--- src/rtl/eprom_prog_pkg.sv ---
package eprom_prog_pkg;
  localparam int PORT_W = 8;

  typedef enum logic [3:0] {
    ST_IDLE, ST_RST, ST_PRE, ST_SETUP, ST_VUP,
    ST_PULSE, ST_VDN, ST_VFY, ST_DONE
  } state_e;

  typedef struct packed {
    logic [2*PORT_W-1:0] addr;
    logic [PORT_W-1:0]   data;
    logic [PORT_W-1:0]   mode;
    logic                vfy;
    logic [PORT_W-1:0]   vmode;
  } req_t;
endpackage

--- src/rtl/eprom_prog_timer.sv ---
module eprom_prog_timer #(
  parameter int W = 4
) (
  input  logic         clk_i,
  input  logic         rst_ni,
  input  logic         clr_i,
  output logic [W-1:0] cnt_o
);
  localparam logic [W-1:0] SAT = '1;

  always_ff @(posedge clk_i or negedge rst_ni) begin
    if (!rst_ni)           cnt_o <= '0;
    else if (clr_i)        cnt_o <= '0;
    else if (cnt_o != SAT) cnt_o <= cnt_o + 1'b1;
  end
endmodule

--- src/rtl/eprom_prog_cmp.sv ---
module eprom_prog_cmp #(
  parameter int W = 8
) (
  input  logic         clk_i,
  input  logic         rst_ni,
  input  logic         clr_i,
  input  logic         smp_i,
  input  logic [W-1:0] rd_i,
  input  logic [W-1:0] exp_i,
  output logic [W-1:0] rdata_o,
  output logic         mis_o
);
  always_ff @(posedge clk_i or negedge rst_ni) begin
    if (!rst_ni) begin
      rdata_o <= '0;
      mis_o   <= 1'b0;
    end else if (clr_i) begin
      mis_o   <= 1'b0;
    end else if (smp_i) begin
      rdata_o <= rd_i;
      mis_o   <= (rd_i != exp_i);
    end
  end
endmodule

--- src/rtl/eprom_prog_ctrl.sv ---
module eprom_prog_ctrl
  import eprom_prog_pkg::*;
#(
  parameter int STROBE_DLY = 2,
  parameter int SETUP_CYC  = 2,
  parameter int PULSE_CYC  = 4,
  parameter int VFY_CYC    = 2
) (
  input  logic                clk_i,
  input  logic                rst_ni,
  input  logic                req_valid_i,
  output logic                req_ready_o,
  input  logic [2*PORT_W-1:0] req_addr_i,
  input  logic [PORT_W-1:0]   req_data_i,
  input  logic [PORT_W-1:0]   req_mode_i,
  input  logic                req_vfy_i,
  input  logic [PORT_W-1:0]   req_vmode_i,
  output logic                busy_o,
  output logic                done_o,
  output logic                err_o,
  output logic [PORT_W-1:0]   rdata_o,
  output logic                tgt_rst_o,
  output logic                tgt_psen_n_o,
  output logic                tgt_prog_n_o,
  output logic [PORT_W-1:0]   tgt_p0_o,
  output logic [PORT_W-1:0]   tgt_p1_o,
  output logic [PORT_W-1:0]   tgt_p3_o,
  output logic [PORT_W-1:0]   tgt_p2_o,
  output logic                tgt_p2_oe_o,
  input  logic [PORT_W-1:0]   tgt_p2_i,
  output logic                vpp_req_o,
  input  logic                vpp_settled_i,
  input  logic                vdd_settled_i
);
  localparam int MAX_CYC = (STROBE_DLY > SETUP_CYC ? STROBE_DLY : SETUP_CYC) >
                           (PULSE_CYC > VFY_CYC ? PULSE_CYC : VFY_CYC) ?
                           (STROBE_DLY > SETUP_CYC ? STROBE_DLY : SETUP_CYC) :
                           (PULSE_CYC > VFY_CYC ? PULSE_CYC : VFY_CYC);
  localparam int CNT_W = $clog2(MAX_CYC + 1);
  localparam logic [CNT_W-1:0] L_PRE   = CNT_W'(STROBE_DLY - 1);
  localparam logic [CNT_W-1:0] L_SETUP = CNT_W'(SETUP_CYC - 1);
  localparam logic [CNT_W-1:0] L_PULSE = CNT_W'(PULSE_CYC - 1);
  localparam logic [CNT_W-1:0] L_VFY   = CNT_W'(VFY_CYC - 1);
  localparam logic [PORT_W-1:0] P_HIGH = '1;

  state_e           st_q, st_d;
  req_t             req_q;
  logic [CNT_W-1:0] cnt;
  logic             accept, smp, mis;

  assign accept = req_valid_i && (st_q == ST_IDLE);

  always_comb begin
    st_d = st_q;
    smp  = 1'b0;
    unique case (st_q)
      ST_IDLE:  if (req_valid_i) st_d = ST_RST;
      ST_RST:   st_d = ST_PRE;
      ST_PRE:   if (cnt == L_PRE) st_d = ST_SETUP;
      ST_SETUP: if (cnt == L_SETUP) st_d = ST_VUP;
      ST_VUP:   if (vpp_settled_i) st_d = ST_PULSE;
      ST_PULSE: if (cnt == L_PULSE) st_d = ST_VDN;
      ST_VDN:   if (vdd_settled_i && !vpp_settled_i) st_d = req_q.vfy ? ST_VFY : ST_DONE;
      ST_VFY:   if (cnt == L_VFY) begin st_d = ST_DONE; smp = 1'b1; end
      ST_DONE:  st_d = ST_IDLE;
      default:  st_d = ST_IDLE;
    endcase
  end

  always_ff @(posedge clk_i or negedge rst_ni) begin
    if (!rst_ni) begin
      st_q  <= ST_IDLE;
      req_q <= '0;
    end else begin
      st_q <= st_d;
      if (accept) req_q <= '{addr: req_addr_i, data: req_data_i, mode: req_mode_i,
                             vfy: req_vfy_i, vmode: req_vmode_i};
    end
  end

  eprom_prog_timer #(.W(CNT_W)) u_timer (
    .clk_i (clk_i),
    .rst_ni(rst_ni),
    .clr_i (st_d != st_q),
    .cnt_o (cnt)
  );

  eprom_prog_cmp #(.W(PORT_W)) u_cmp (
    .clk_i  (clk_i),
    .rst_ni (rst_ni),
    .clr_i  (accept),
    .smp_i  (smp),
    .rd_i   (tgt_p2_i),
    .exp_i  (req_q.data),
    .rdata_o(rdata_o),
    .mis_o  (mis)
  );

  // pin decode from current state
  always_comb begin
    tgt_rst_o    = 1'b1;
    tgt_psen_n_o = 1'b0;
    tgt_prog_n_o = 1'b1;
    tgt_p0_o     = P_HIGH;
    tgt_p1_o     = '0;
    tgt_p3_o     = '0;
    tgt_p2_o     = '0;
    tgt_p2_oe_o  = 1'b0;
    vpp_req_o    = 1'b0;
    unique case (st_q)
      ST_IDLE: begin
        tgt_rst_o    = 1'b0;
        tgt_psen_n_o = 1'b1;
      end
      ST_RST, ST_PRE: tgt_psen_n_o = 1'b1;
      ST_SETUP, ST_VUP, ST_PULSE, ST_VDN: begin
        tgt_p0_o     = req_q.mode;
        tgt_p1_o     = req_q.addr[2*PORT_W-1:PORT_W];
        tgt_p3_o     = req_q.addr[PORT_W-1:0];
        tgt_p2_o     = req_q.data;
        tgt_p2_oe_o  = 1'b1;
        vpp_req_o    = (st_q == ST_VUP) || (st_q == ST_PULSE);
        tgt_prog_n_o = (st_q != ST_PULSE);
      end
      ST_VFY: begin
        tgt_p0_o = req_q.vmode;
        tgt_p1_o = req_q.addr[2*PORT_W-1:PORT_W];
        tgt_p3_o = req_q.addr[PORT_W-1:0];
      end
      default: ;
    endcase
  end

  assign req_ready_o = (st_q == ST_IDLE);
  assign busy_o      = (st_q != ST_IDLE);
  assign done_o      = (st_q == ST_DONE);
  assign err_o       = done_o && mis;
endmodule

--- config.mk ---
export PLATFORM = sky130hd
export DESIGN_NAME = eprom_prog_ctrl
export DESIGN_NICKNAME = d
export VERILOG_FILES = /design/src/rtl/eprom_prog_pkg.sv /design/src/rtl/eprom_prog_timer.sv /design/src/rtl/eprom_prog_cmp.sv /design/src/rtl/eprom_prog_ctrl.sv
export SDC_FILE = /design/constraint.sdc
export NUM_CORES = 1
export LEC_CHECK = 0
export BUFFER_PORTS_ARGS = -buffer_cell sky130_fd_sc_hd__buf_2
export CORE_ASPECT_RATIO = 0.8
export CORE_MARGIN = 10
export CORE_UTILIZATION = 33
export DETAILED_ROUTE_END_ITERATION = 6
export GPL_TIMING_DRIVEN = 0
export MAX_ROUTING_LAYER = met4
export SLEW_MARGIN = 20
export SYNTH_ARGS = -nofsm -noshare
export SYNTH_HDL_FRONTEND = slang
export SYNTH_HIERARCHICAL = 1
export SYNTH_SLANG_ARGS = --single-unit
--- constraint.sdc ---
create_clock -name clk_i -period 5.5 [get_ports clk_i]
set_clock_uncertainty 0.05 [all_clocks]
set_input_delay 0.825 -clock clk_i [delete_from_list [all_inputs] [get_ports clk_i]]
set_output_delay 0.825 -clock clk_i [all_outputs]
set_load 0.05 [all_outputs]
Word-level counts from Yosys, hierarchy flattened
Cells that the tools add are included.

Register bits: 57. Bits in latches: 0. Memory bits (writable): 0. ROM bits: 0. Input bits: 54. Output and inout port bits: 49. Word-level logic and storage cells: 62. Memories kept: 0.

Add/subtract/negate cells: 1. $mul: 0. Divide/modulo/power cells: 0. Magnitude comparators: 0. Equality and inequality tests: 14. Shift-type cells: 0. Mux-type cells: 24. Bitwise logic cells: 1. Reductions and logical operators: 13.

Operators by type and width (number): $mux W4 (8); $pmux W4 S8 (1); $mux W8 (3); $eq A4 B3 Y1 const B (4); $pmux W8 S2 (1); $mux W1 (9); $eq A4 B2 Y1 const B (2); $ne A8 B8 Y1 (1); $mux W3 (2); $reduce_or A5 Y1 (1); $eq A4 B1 Y1 const B (1); $eq A4 B4 Y1 const B (1); $logic_not A4 Y1 (1); $ne A4 B3 Y1 const B (1); $ne A4 B4 Y1 (1); $reduce_bool A2 Y1 (2); $reduce_bool A4 Y1 (1); $reduce_or A4 Y1 (1); $add A3 B1 Y3 const B (1); $eq A3 B1 Y1 const B (1); $eq A3 B2 Y1 const B (1); $logic_and A1 B1 Y1 (3); $ne A3 B3 Y1 const B (1); $reduce_or A3 Y1 (1); 4 further kinds (4).

Longest topological paths before layout
Gate-level depths: netlist of the first run.

Depth after elaboration: 6. Mapped depth: 8. Mapped depth without buffers: 5.

By module
The synthesis of the first run kept the hierarchy.

Modules (own cells, without submodules): eprom_prog_ctrl (times used 1, cells an instance 191, area each 2431.1 um2, sequential area each 1126.1 um2); eprom_prog_cmp (times used 1, cells an instance 31, area each 460.4 um2, sequential area each 225.2 um2); eprom_prog_timer (times used 1, cells an instance 11, area each 140.1 um2, sequential area each 75.1 um2).

Worst setup path after synthesis of the first run
No wires, ideal clock.

Path kind: flip-flop to output port. Start: register st_q[0]. End: output port tgt_p0_o[2]. Arrival: 2.626 ns. Data required time: 4.625 ns. Setup slack: 1.999 ns. Stages on the path, launching flop included: 4. Buffers on the path: 0. Cell sequence: dfrtp_1 -> and2_2 -> xnor2_1 -> o311ai_0.

Word-level cells in the longest chain between the ends: 3. Elaborated cells between the ends (all ways): 7. Those cells by class: eq/ne (5); mux (1); reduce/logical (1).

RTL lines: from (decl) (line eprom_prog_ctrl.sv:46) `state_e st_q, st_d;`; from (signal assigned) (line eprom_prog_ctrl.sv:75) `st_q <= st_d;`; $eq A4 B3 Y1 or $eq A4 B2 Y1 (tied branches) (line eprom_prog_ctrl.sv:110) `unique case (st_q)`; $reduce_or A4 Y1 (line eprom_prog_ctrl.sv:110); $pmux W8 S2 (*) (line eprom_prog_ctrl.sv:110); to (decl) (line eprom_prog_ctrl.sv:25) `output logic [PORT_W-1:0] tgt_p0_o,`.

Mark *: on every way between the ends. The rest lies on a longest branch, timed or not.

Worst setup path after layout of the first run
Start: register st_q[2]. End: output port tgt_p0_o[2].

The elaborated chain is that of the path after synthesis.

==> flow_metrics.tcl, run 1 <==
set metrics [dict create \
    setup.worst_path.end_class "output port" \
    synth.top_cells.by_area "dfrtp_1, mux2_4, and2_1, xor2_1, and3_1" \
    avg_wl_per_cell_um 17.1 \
    final.setup.tns_ns 0 \
    synth_top_area_share_pct 47.0 \
    layout-area-overhead-vs-synth_pct 31.5 \
    layout.filler_cells 857 \
    post_detailed_route_drc_marker_count 0 \
    routed-via-count 2181 \
    yosys.cell_count.top_type "dfrtp_1" \
    ctsHoldBuffers 0 \
    cts-htree-levels 3 \
    hold_violation_total_from_the_final_report 0 \
    grt_use_total_pct 12.3 \
    ys_seq_area_share_pct 47.0 \
    grt_pass1_vias 2447 \
    outcome "complete, no violations" \
    synth-warning-count 6 \
    dominantRegCellSynth "dfrtp_1" \
    clock_sink_count 57 \
    max_slew_margin_pct 48.2 \
    syn_inst 233 \
    timing.critical_path.from_type "register" \
    finalSetupViolations 0 \
    cp_data_arrival_time_ns 2.33 \
    dp_worst_setup_slack_ns 2.61 \
    detailed_route_wl_um 7980 \
    post-synth-top-area-cell "dfrtp_1" \
    detailedPlacementHpwl_um 5930 \
    ys_ff_latch 57 \
    synth_cell_type_count 40 \
    die_height_um 106 \
    worst_hold_path_type "reg -> reg" \
    post-cts-setup-buffer-count 0 \
    layout.cell_area.non_filler_mm2 0.00399 \
    placedInstanceArea_mm2 0.00369 \
    num-nets-final 402 \
    core_area_mm2 0.00900 \
    floorplan.die_area_mm2 0.0134 \
    clock_insertion_delay_worst_skew_ns 0.32 \
    antenna_found_initial 1 \
    reg2reg_slack_ns 3.31 \
    numCtsBuffers 9 \
    hold_depth 1 \
    postSynth.asyncResetShare_pct 100 \
    drive_above_1_share_pct 50.9 \
    max_cap_viol_count 0 \
    setup_repair_after_global_routing_missed_its_margin "no" \
    post_cts_clock_slew_at_the_launch_and_capture_registers_of_the_worst_setup_and_hold_paths_ns 0.05 \
    number_of_pins_exceeding_their_max_slew_limit_in_the_final_report 0 \
    fmaxAchievable_mhz 312 \
    fp.dieW_um 127 \
    edff_count_synth 0 \
    clock_tree.root_cell "clkbuf_16" \
    setup.worst_path.class "reg -> out" \
    floorplan.initialDensity_pct 33.7 \
    worst-slew-pin-transition_ns 0.775 \
    layout_min_cycle_time_ns 3.20 \
    cts_tree "built" \
    ys_top_cells_by_count "dfrtp_1, mux2_4, and2_1" \
    least_setup_slack_across_all_paths_after_layout_ns 2.30 \
    grt_pass1_wl_um 12800 \
    vias_per_cell 4.68 \
    postRouteAntennaNets 0 \
    synth.avg_cell_area_um2 13.0 \
    syn-cell-area_mm2 0.00303 \
    ioPinCount 103 \
    crit_path_max_fanout 10 \
    std_cell_rows 31 \
    syn_nets 289 \
    place.port_buffers 102 \
    post_cts_resized 0 \
    clock_tree.buffer_depth 2 \
    grt_max_degree 58 \
    number_of_cells_traversed_by_the_worst_register_to_register_path 6 \
    gp_congestion 0.882 \
    layout_worst_path_cycle_share_pct 58.2 \
    dr.first_iter.drc_count 75 \
    gr-total-overflow 0 \
    worst_ep_required_time_ns 4.62 \
    drt_first_pass_iters 4 \
    final_util_pct 44.3 \
]
[cell type report]
cell class                      count  area [um^2]  share of cell area, %
Sequential cell                    57         1430                   35.8
Inverter                            5         18.8                  0.471
Antenna cell                        1         2.50                 0.0628
Clock buffer                       12          256                   6.43
Clock inverter                      3         40.0                   1.00
Tap cell                          115          144                   3.61
Multi-Input combinational cell    157         1490                   37.3
Timing Repair Buffer              102          513                   12.9
Buffer                             14          100                   2.51
[stage by stage]
| step | hold WS, ns | cells |
|---|---|---|
| after floorplan | 0.421 | 233 |
| after global placement | 0.429 | 450 |
| after detailed placement | 0.436 | 450 |
| after CTS | 0.452 | 465 |
| after global routing | 0.463 | 466 |
| final | 0.448 | 466 |
[layer usage]
| metal | GRT usage [%] | part of all wire (%) | up-vias |
|---|---|---|---|
| met3 | 5.21 | 6.3 | 5 |
| li1 | - | - | 1043 |
| met1 | 16.0 | 49 | 1049 |
| met2 | 17.7 | 44 | 84 |
| met5 | - | 0 | - |
| met4 | 1.95 | 0.35 | 0 |
[registers in the layout (all words and copies together), names as in the netlist]
| signal | flops |
|---|---|
| req_q | 41 |
| st_q | 4 |
| u_cmp/mis_o | 1 |
| u_cmp/rdata_o | 8 |
| u_timer/cnt_o | 3 |
[critical path: stages, from the launching register on]
cell and delay, ns:
dfrtp_1 0.49, buf_2 0.25, o21a_1 0.32, clkbuf_1 0.40, o311ai_0 0.27, buf_2 0.27
[path summary, 6_finish.rpt]
| kind | start | endpoint |
|---|---|---|
| worst max-delay path | st_q[2] | tgt_p0_o[2] |
| max in group asynchronous | rst_ni | req_q[0] |
| min in group asynchronous | rst_ni | u_cmp/rdata_o[7] |
| worst min-delay path | req_q[0] | req_q[0] |
| worst max register to register | st_q[2] | u_cmp/rdata_o[0] |
| worst min register to register | req_q[0] | req_q[0] |
[logic make-up after synthesis]
group | count (synthesis) | synth area share, %
xor gates and xnor gates | 10 | 2.89
muxes | 54 | 25.7
adders and majority gates | 2 | 0.825
AOI/OAI and AO/OA | 19 | 4.83
and+or+nand+nor | 72 | 14.8
DFF | 57 | 47.0
buffers and inverters | 19 | 3.92
[layout by cell type, fill, tap and decap left out, types with 3 or more instances in the layout]
| cell | count |
|---|---|
| clkbuf_1 | 6 |
| and2_1 | 26 |
| buf_6 | 5 |
| nor3b_1 | 3 |
| buf_2 | 103 |
| o21ai_0 | 3 |
| xor2_1 | 8 |
| dfrtp_1 | 57 |
| a211o_1 | 7 |
| nand3_1 | 7 |
| buf_4 | 3 |
| mux2_4 | 47 |
| inv_1 | 5 |
| mux2i_1 | 5 |
| nor2_1 | 8 |
| clkbuf_16 | 9 |
| and3_1 | 10 |
Power of run 1 is not shown: default switching activity piles up to over one toggle a cycle in this logic, so the estimate is an artifact.
==> run 2, diff against run 1 <==
- clock period: 5.5 -> 2.7 ns (I/O delays scaled with it)
==> run 2 against run 1 <==
Against the previous run:
- sequential share of layout area fell by 0.33 points
- first-iteration DRC count fell by 6.7%
- die area did not move
- routed wire length rose by 0.50%
- critical path type unchanged
==> flow_metrics.tcl, run 2 (same netlist as run 1, synthesis figures left out) <==
set metrics [dict create \
    outcome "complete, no violations" \
    regMostFlops "req_q" \
    layout.filler_cells 864 \
    layout_worst_path_cycle_share_pct 95.6 \
    drive_above_1_share_pct 52.1 \
    fp.dieW_um 127 \
    max_cap_viol_count 0 \
    place.port_buffers 102 \
    detailed_route_wl_um 8020 \
    vias_per_cell 4.61 \
    layout_min_cycle_time_ns 2.58 \
    std_cell_rows 31 \
    setup_repair_after_global_routing_missed_its_margin "no" \
    worst_hold_path_type "in -> async" \
    post_detailed_route_drc_marker_count 0 \
    core_area_mm2 0.00900 \
    timing.critical_path.from_type "register" \
    layout-area-overhead-vs-synth_pct 32.8 \
    num-nets-final 402 \
    detailedPlacementHpwl_um 5940 \
    hold_violation_total_from_the_final_report 0 \
    area_used_by_multi_input_combinational_logic_mm2 0.00151 \
    clock_tree.buffer_depth 2 \
    crit_path_max_fanout 10 \
    die_height_um 106 \
    gp_congestion 0.786 \
    cts-htree-levels 3 \
    most-common-layout-cells "buf_2, dfrtp_1, mux2_4" \
    routed-via-count 2151 \
    postRouteAntennaNets 0 \
    ioPinCount 103 \
    grt_pass1_vias 2404 \
    setup.worst_path.end_class "output port" \
    ctsHoldBuffers 0 \
    avg_wl_per_cell_um 17.2 \
    post_cts_clock_slew_at_the_launch_and_capture_registers_of_the_worst_setup_and_hold_paths_ns 0.05 \
    gr-total-overflow 0 \
    cts_tree "built" \
    cp_data_arrival_time_ns 2.13 \
    grt_max_degree 58 \
    clock_sink_count 57 \
    dr.first_iter.drc_count 70 \
    fmaxAchievable_mhz 387 \
    floorplan.initialDensity_pct 33.7 \
    grt_use_total_pct 12.3 \
    clock_insertion_delay_worst_skew_ns 0.32 \
    largest_register_ffs 41 \
    seq_area_mm2 0.00143 \
    post-cts-setup-buffer-count 0 \
    grt_pass1_wl_um 12900 \
    clock_tree.root_cell "clkbuf_16" \
    number_of_pins_exceeding_their_max_slew_limit_in_the_final_report 0 \
    reg2reg_slack_ns 0.59 \
    max_slew_margin_pct 50.9 \
    numCtsBuffers 9 \
    floorplan.die_area_mm2 0.0134 \
    drt_first_pass_iters 4 \
    finalSetupViolations 0 \
    setup.worst_path.class "reg -> out" \
    largest_registers_ranked_by_flip_flop_count "req_q (41), u_cmp/rdata_o (8), st_q (4)" \
    final.setup.tns_ns 0 \
    antenna_found_initial 1 \
    most_frequent_standard_cell_in_the_layout_excluding_fill_and_tap_cells "buf_2" \
    worst_ep_required_time_ns 2.25 \
    worst-slew-pin-transition_ns 0.736 \
]
==> run 2: final cells by class <==
type | instances | area share (%)
tap | 115 | 3.57
clock buffer | 11 | 5.78
antenna | 1 | 0.0622
inverter | 5 | 0.466
timing repair buffer | 102 | 12.7
clock inverter | 5 | 1.99
multi-input combinational | 157 | 37.4
buffer | 14 | 2.55
sequential | 57 | 35.4
==> run 2: repair_timing <==
| item | CTS | global route |
|---|---|---|
| resized for setup | 1 | 5 |
| gates cloned | 0 | 0 |
| endpoints found under the setup margin | 10 | 24 |
==> run 2: metal layers <==
metal,wire length (um),vias up,global-route usage (%)
li1,-,1049,-
met1,3900,1028,15.9
met2,3580,66,17.6
met3,467,8,4.56
met4,65,0,3.41
met5,0,-,-
==> run 2: worst paths after layout <==
| check | startpoint | endpoint | cells past startpoint |
|---|---|---|---|
| min in group clk_i | req_addr_i[11] | req_q[36] | 2 |
| max in group asynchronous | rst_ni | st_q[2] | 1 |
| min reg2reg | req_q[29] | req_q[29] | 1 |
| max reg2reg | st_q[2] | u_cmp/rdata_o[4] | 6 |
| max | st_q[0] | tgt_p2_o[7] | 6 |
| min | rst_ni | u_cmp/rdata_o[1] | 1 |
==> run 2: through the flow <==
stage | utilization [%] | instances | setup slack [ns] | hold WS (ns) | instance area, um^2
floorplan | - | 233 | 0.197 | 0.0594 | 3040
global placement | 41.0 | 450 | 0.309 | 0.430 | 3690
detailed placement | 41.0 | 450 | 0.268 | 0.435 | 3690
CTS | 44.5 | 466 | 0.00799 | 0.129 | 4010
global route | 44.7 | 467 | 0.0375 | 0.149 | 4030
finish | 44.7 | 467 | 0.119 | 0.0898 | 4030
==> run 2: worst max-delay path, stage by stage (launching register included) <==
cell and delay [ns]:
dfrtp_1 0.44, and2_2 0.28, xnor2_2 0.17, nor2_4 0.21, buf_2 0.28, and2_1 0.16
buf_2 0.26
Power of run 2 is left out for the same reason.
==> run 3, diff against run 2 <==
- ABC_CLOCK_PERIOD_IN_PS: not set -> 2700
- BUFFER_PORTS_ARGS: -buffer_cell sky130_fd_sc_hd__buf_2 -> not set
- DONT_BUFFER_PORTS: not set -> 1
==> run 3 against run 2 <==
Against the previous run:
- hold slack improved by 0.091 ns
- first-iteration DRC count shrank 11%
- register-to-register slack lost 0.46 ns
- count of clock-buffer cells in the layout increased by 1
- design area decreased by 9.9%
- critical path depth fell by 3
- routed wire length down 0.15%
- via count fell by 15%
- final cell count down 21%
- non-clock buffer count down 98
- critical path type unchanged
- critical endpoint is now tgt_rst_o
- highest routed layer unchanged
==> flow_metrics.tcl, run 3 (same netlist as run 1, synthesis figures left out) <==
set metrics [dict create \
    avg_wl_per_cell_um 21.8 \
    numCtsBuffers 9 \
    dr.first_iter.drc_count 62 \
    layout-area-overhead-vs-synth_pct 19.6 \
    detailed_route_wl_um 8010 \
    ioPinCount 103 \
    setup.worst_path.class "reg -> out" \
    hold_slack_ns 0.181 \
    cp_data_arrival_time_ns 2.16 \
    layout_min_cycle_time_ns 2.62 \
    largest_register_ffs 41 \
    floorplan.die_area_mm2 0.0134 \
    number_of_pins_exceeding_their_max_slew_limit_in_the_final_report 0 \
    post_detailed_route_drc_marker_count 0 \
    setup_repair_after_global_routing_missed_its_margin "no" \
    floorplan.initialDensity_pct 33.7 \
    max_slew_margin_pct 32.7 \
    std_cell_rows 31 \
    hold_violation_total_from_the_final_report 0 \
    gr-total-overflow 0 \
    worst_ep_required_time_ns 2.25 \
    layout_worst_path_cycle_share_pct 97.0 \
    finalSetupViolations 0 \
    worst-slew-pin-transition_ns 1.00 \
    vias_per_cell 4.99 \
    fmaxAchievable_mhz 382 \
    num_antenna_cells 0 \
    timing.critical_path.from_type "register" \
    clock_tree.root_cell "clkbuf_16" \
    most_frequent_standard_cell_in_the_layout_excluding_fill_and_tap_cells "dfrtp_1" \
    crit_path_max_fanout 4 \
    grt_pass1_wl_um 12200 \
    grt_use_total_pct 12.1 \
    grt_pass1_vias 2052 \
    cts-htree-levels 3 \
    drt_first_pass_iters 5 \
    largest_registers_ranked_by_flip_flop_count "req_q (41), u_cmp/rdata_o (8), st_q (4)" \
    post_cts_clock_slew_at_the_launch_and_capture_registers_of_the_worst_setup_and_hold_paths_ns 0.05 \
    worst_hold_path_type "in -> reg" \
    most-common-layout-cells "dfrtp_1, mux2_4, and2_2" \
    cts_tree "built" \
    grt_max_degree 58 \
    die_height_um 106 \
    gp_congestion 0.785 \
    least_setup_slack_across_all_paths_after_layout_ns 0.0823 \
    fp.dieW_um 127 \
    place.port_buffers 0 \
    setup.worst_path.end_class "output port" \
    num-nets-final 304 \
    detailedPlacementHpwl_um 5790 \
    antenna_found_initial 0 \
    postRouteAntennaNets 0 \
    drive_above_1_share_pct 42.9 \
    clock_tree.buffer_depth 2 \
    core_area_mm2 0.00900 \
    clock_insertion_delay_worst_skew_ns 0.32 \
    routed-via-count 1831 \
    clock_sink_count 57 \
    max_cap_viol_count 0 \
    dp_worst_setup_slack_ns 0.0525 \
    regMostFlops "req_q" \
    outcome "complete, no violations" \
]
## run 3: changes by cell type in the layout (fill, tap and decap cells not counted), sizes merged
cell / change
buf: -99
clkinvlp: -2
bufinv: -1
clkbuf: +1
clkinv: +1
diode: -1
dlygate4sd3: +1
## run 3: per-stage QoR
step / utilization (%) / TNS [ns] / instances / instance area, um^2
3_5_place_dp: 35.5 / 0 / 348 / 3190
4_1_cts: 39.6 / -0.188 / 365 / 3570
5_1_grt: 40.3 / 0 / 367 / 3620
3_3_place_gp: 35.3 / -0.0150 / 348 / 3180
6_report: 40.3 / 0 / 367 / 3620
2_1_floorplan: - / 0 / 233 / 3040
## run 3: repair_timing
action	4_1_cts	5_1_grt
pin swaps	1	2
hold buffers	2	0
setup buffers	0	2
setup endpoints to repair	21	26
resized for setup	22	17
endpoints found under the hold margin	57	0
## run 3: path summary, 6_finish.rpt
path,start,to,slack [ns],cells past startpoint
worst max register to register,st_q[1],u_cmp/rdata_o[4],0.13,7
min in group asynchronous,rst_ni,u_cmp/rdata_o[1],0.56,2
max in group asynchronous,rst_ni,req_q[0],1.79,2
worst max-delay path,st_q[1],tgt_rst_o,0.08,3
worst min register to register,req_q[0],req_q[0],0.44,1
worst min-delay path,req_addr_i[1],req_q[26],0.18,1
## run 3: cell type report
| type | instances | area, um^2 |
|---|---|---|
| sequential | 57 | 1430 |
| multi-input combinational | 157 | 1560 |
| clock buffer | 12 | 256 |
| inverter | 5 | 21.3 |
| clock inverter | 3 | 40.0 |
| buffer | 14 | 120 |
| timing repair buffer | 4 | 52.6 |
| tap | 115 | 144 |
| fill | 860 | 5370 |
## run 3: worst max-delay path, cell delays in order, from the launching register on
cell and delay, ns:
dfrtp_1 0.47, nor4_4 0.92, inv_4 0.22, buf_8 0.23
## run 3: metal layers
metal / vias to the layer above / share of wire, % / global-route usage [%]
met5: - / 0 / -
met4: 0 / 1.2 / 3.57
met3: 7 / 5.9 / 4.56
met2: 74 / 46 / 17.1
met1: 900 / 47 / 15.6
li1: 850 / - / -
Power of run 3 is left out for the same reason.
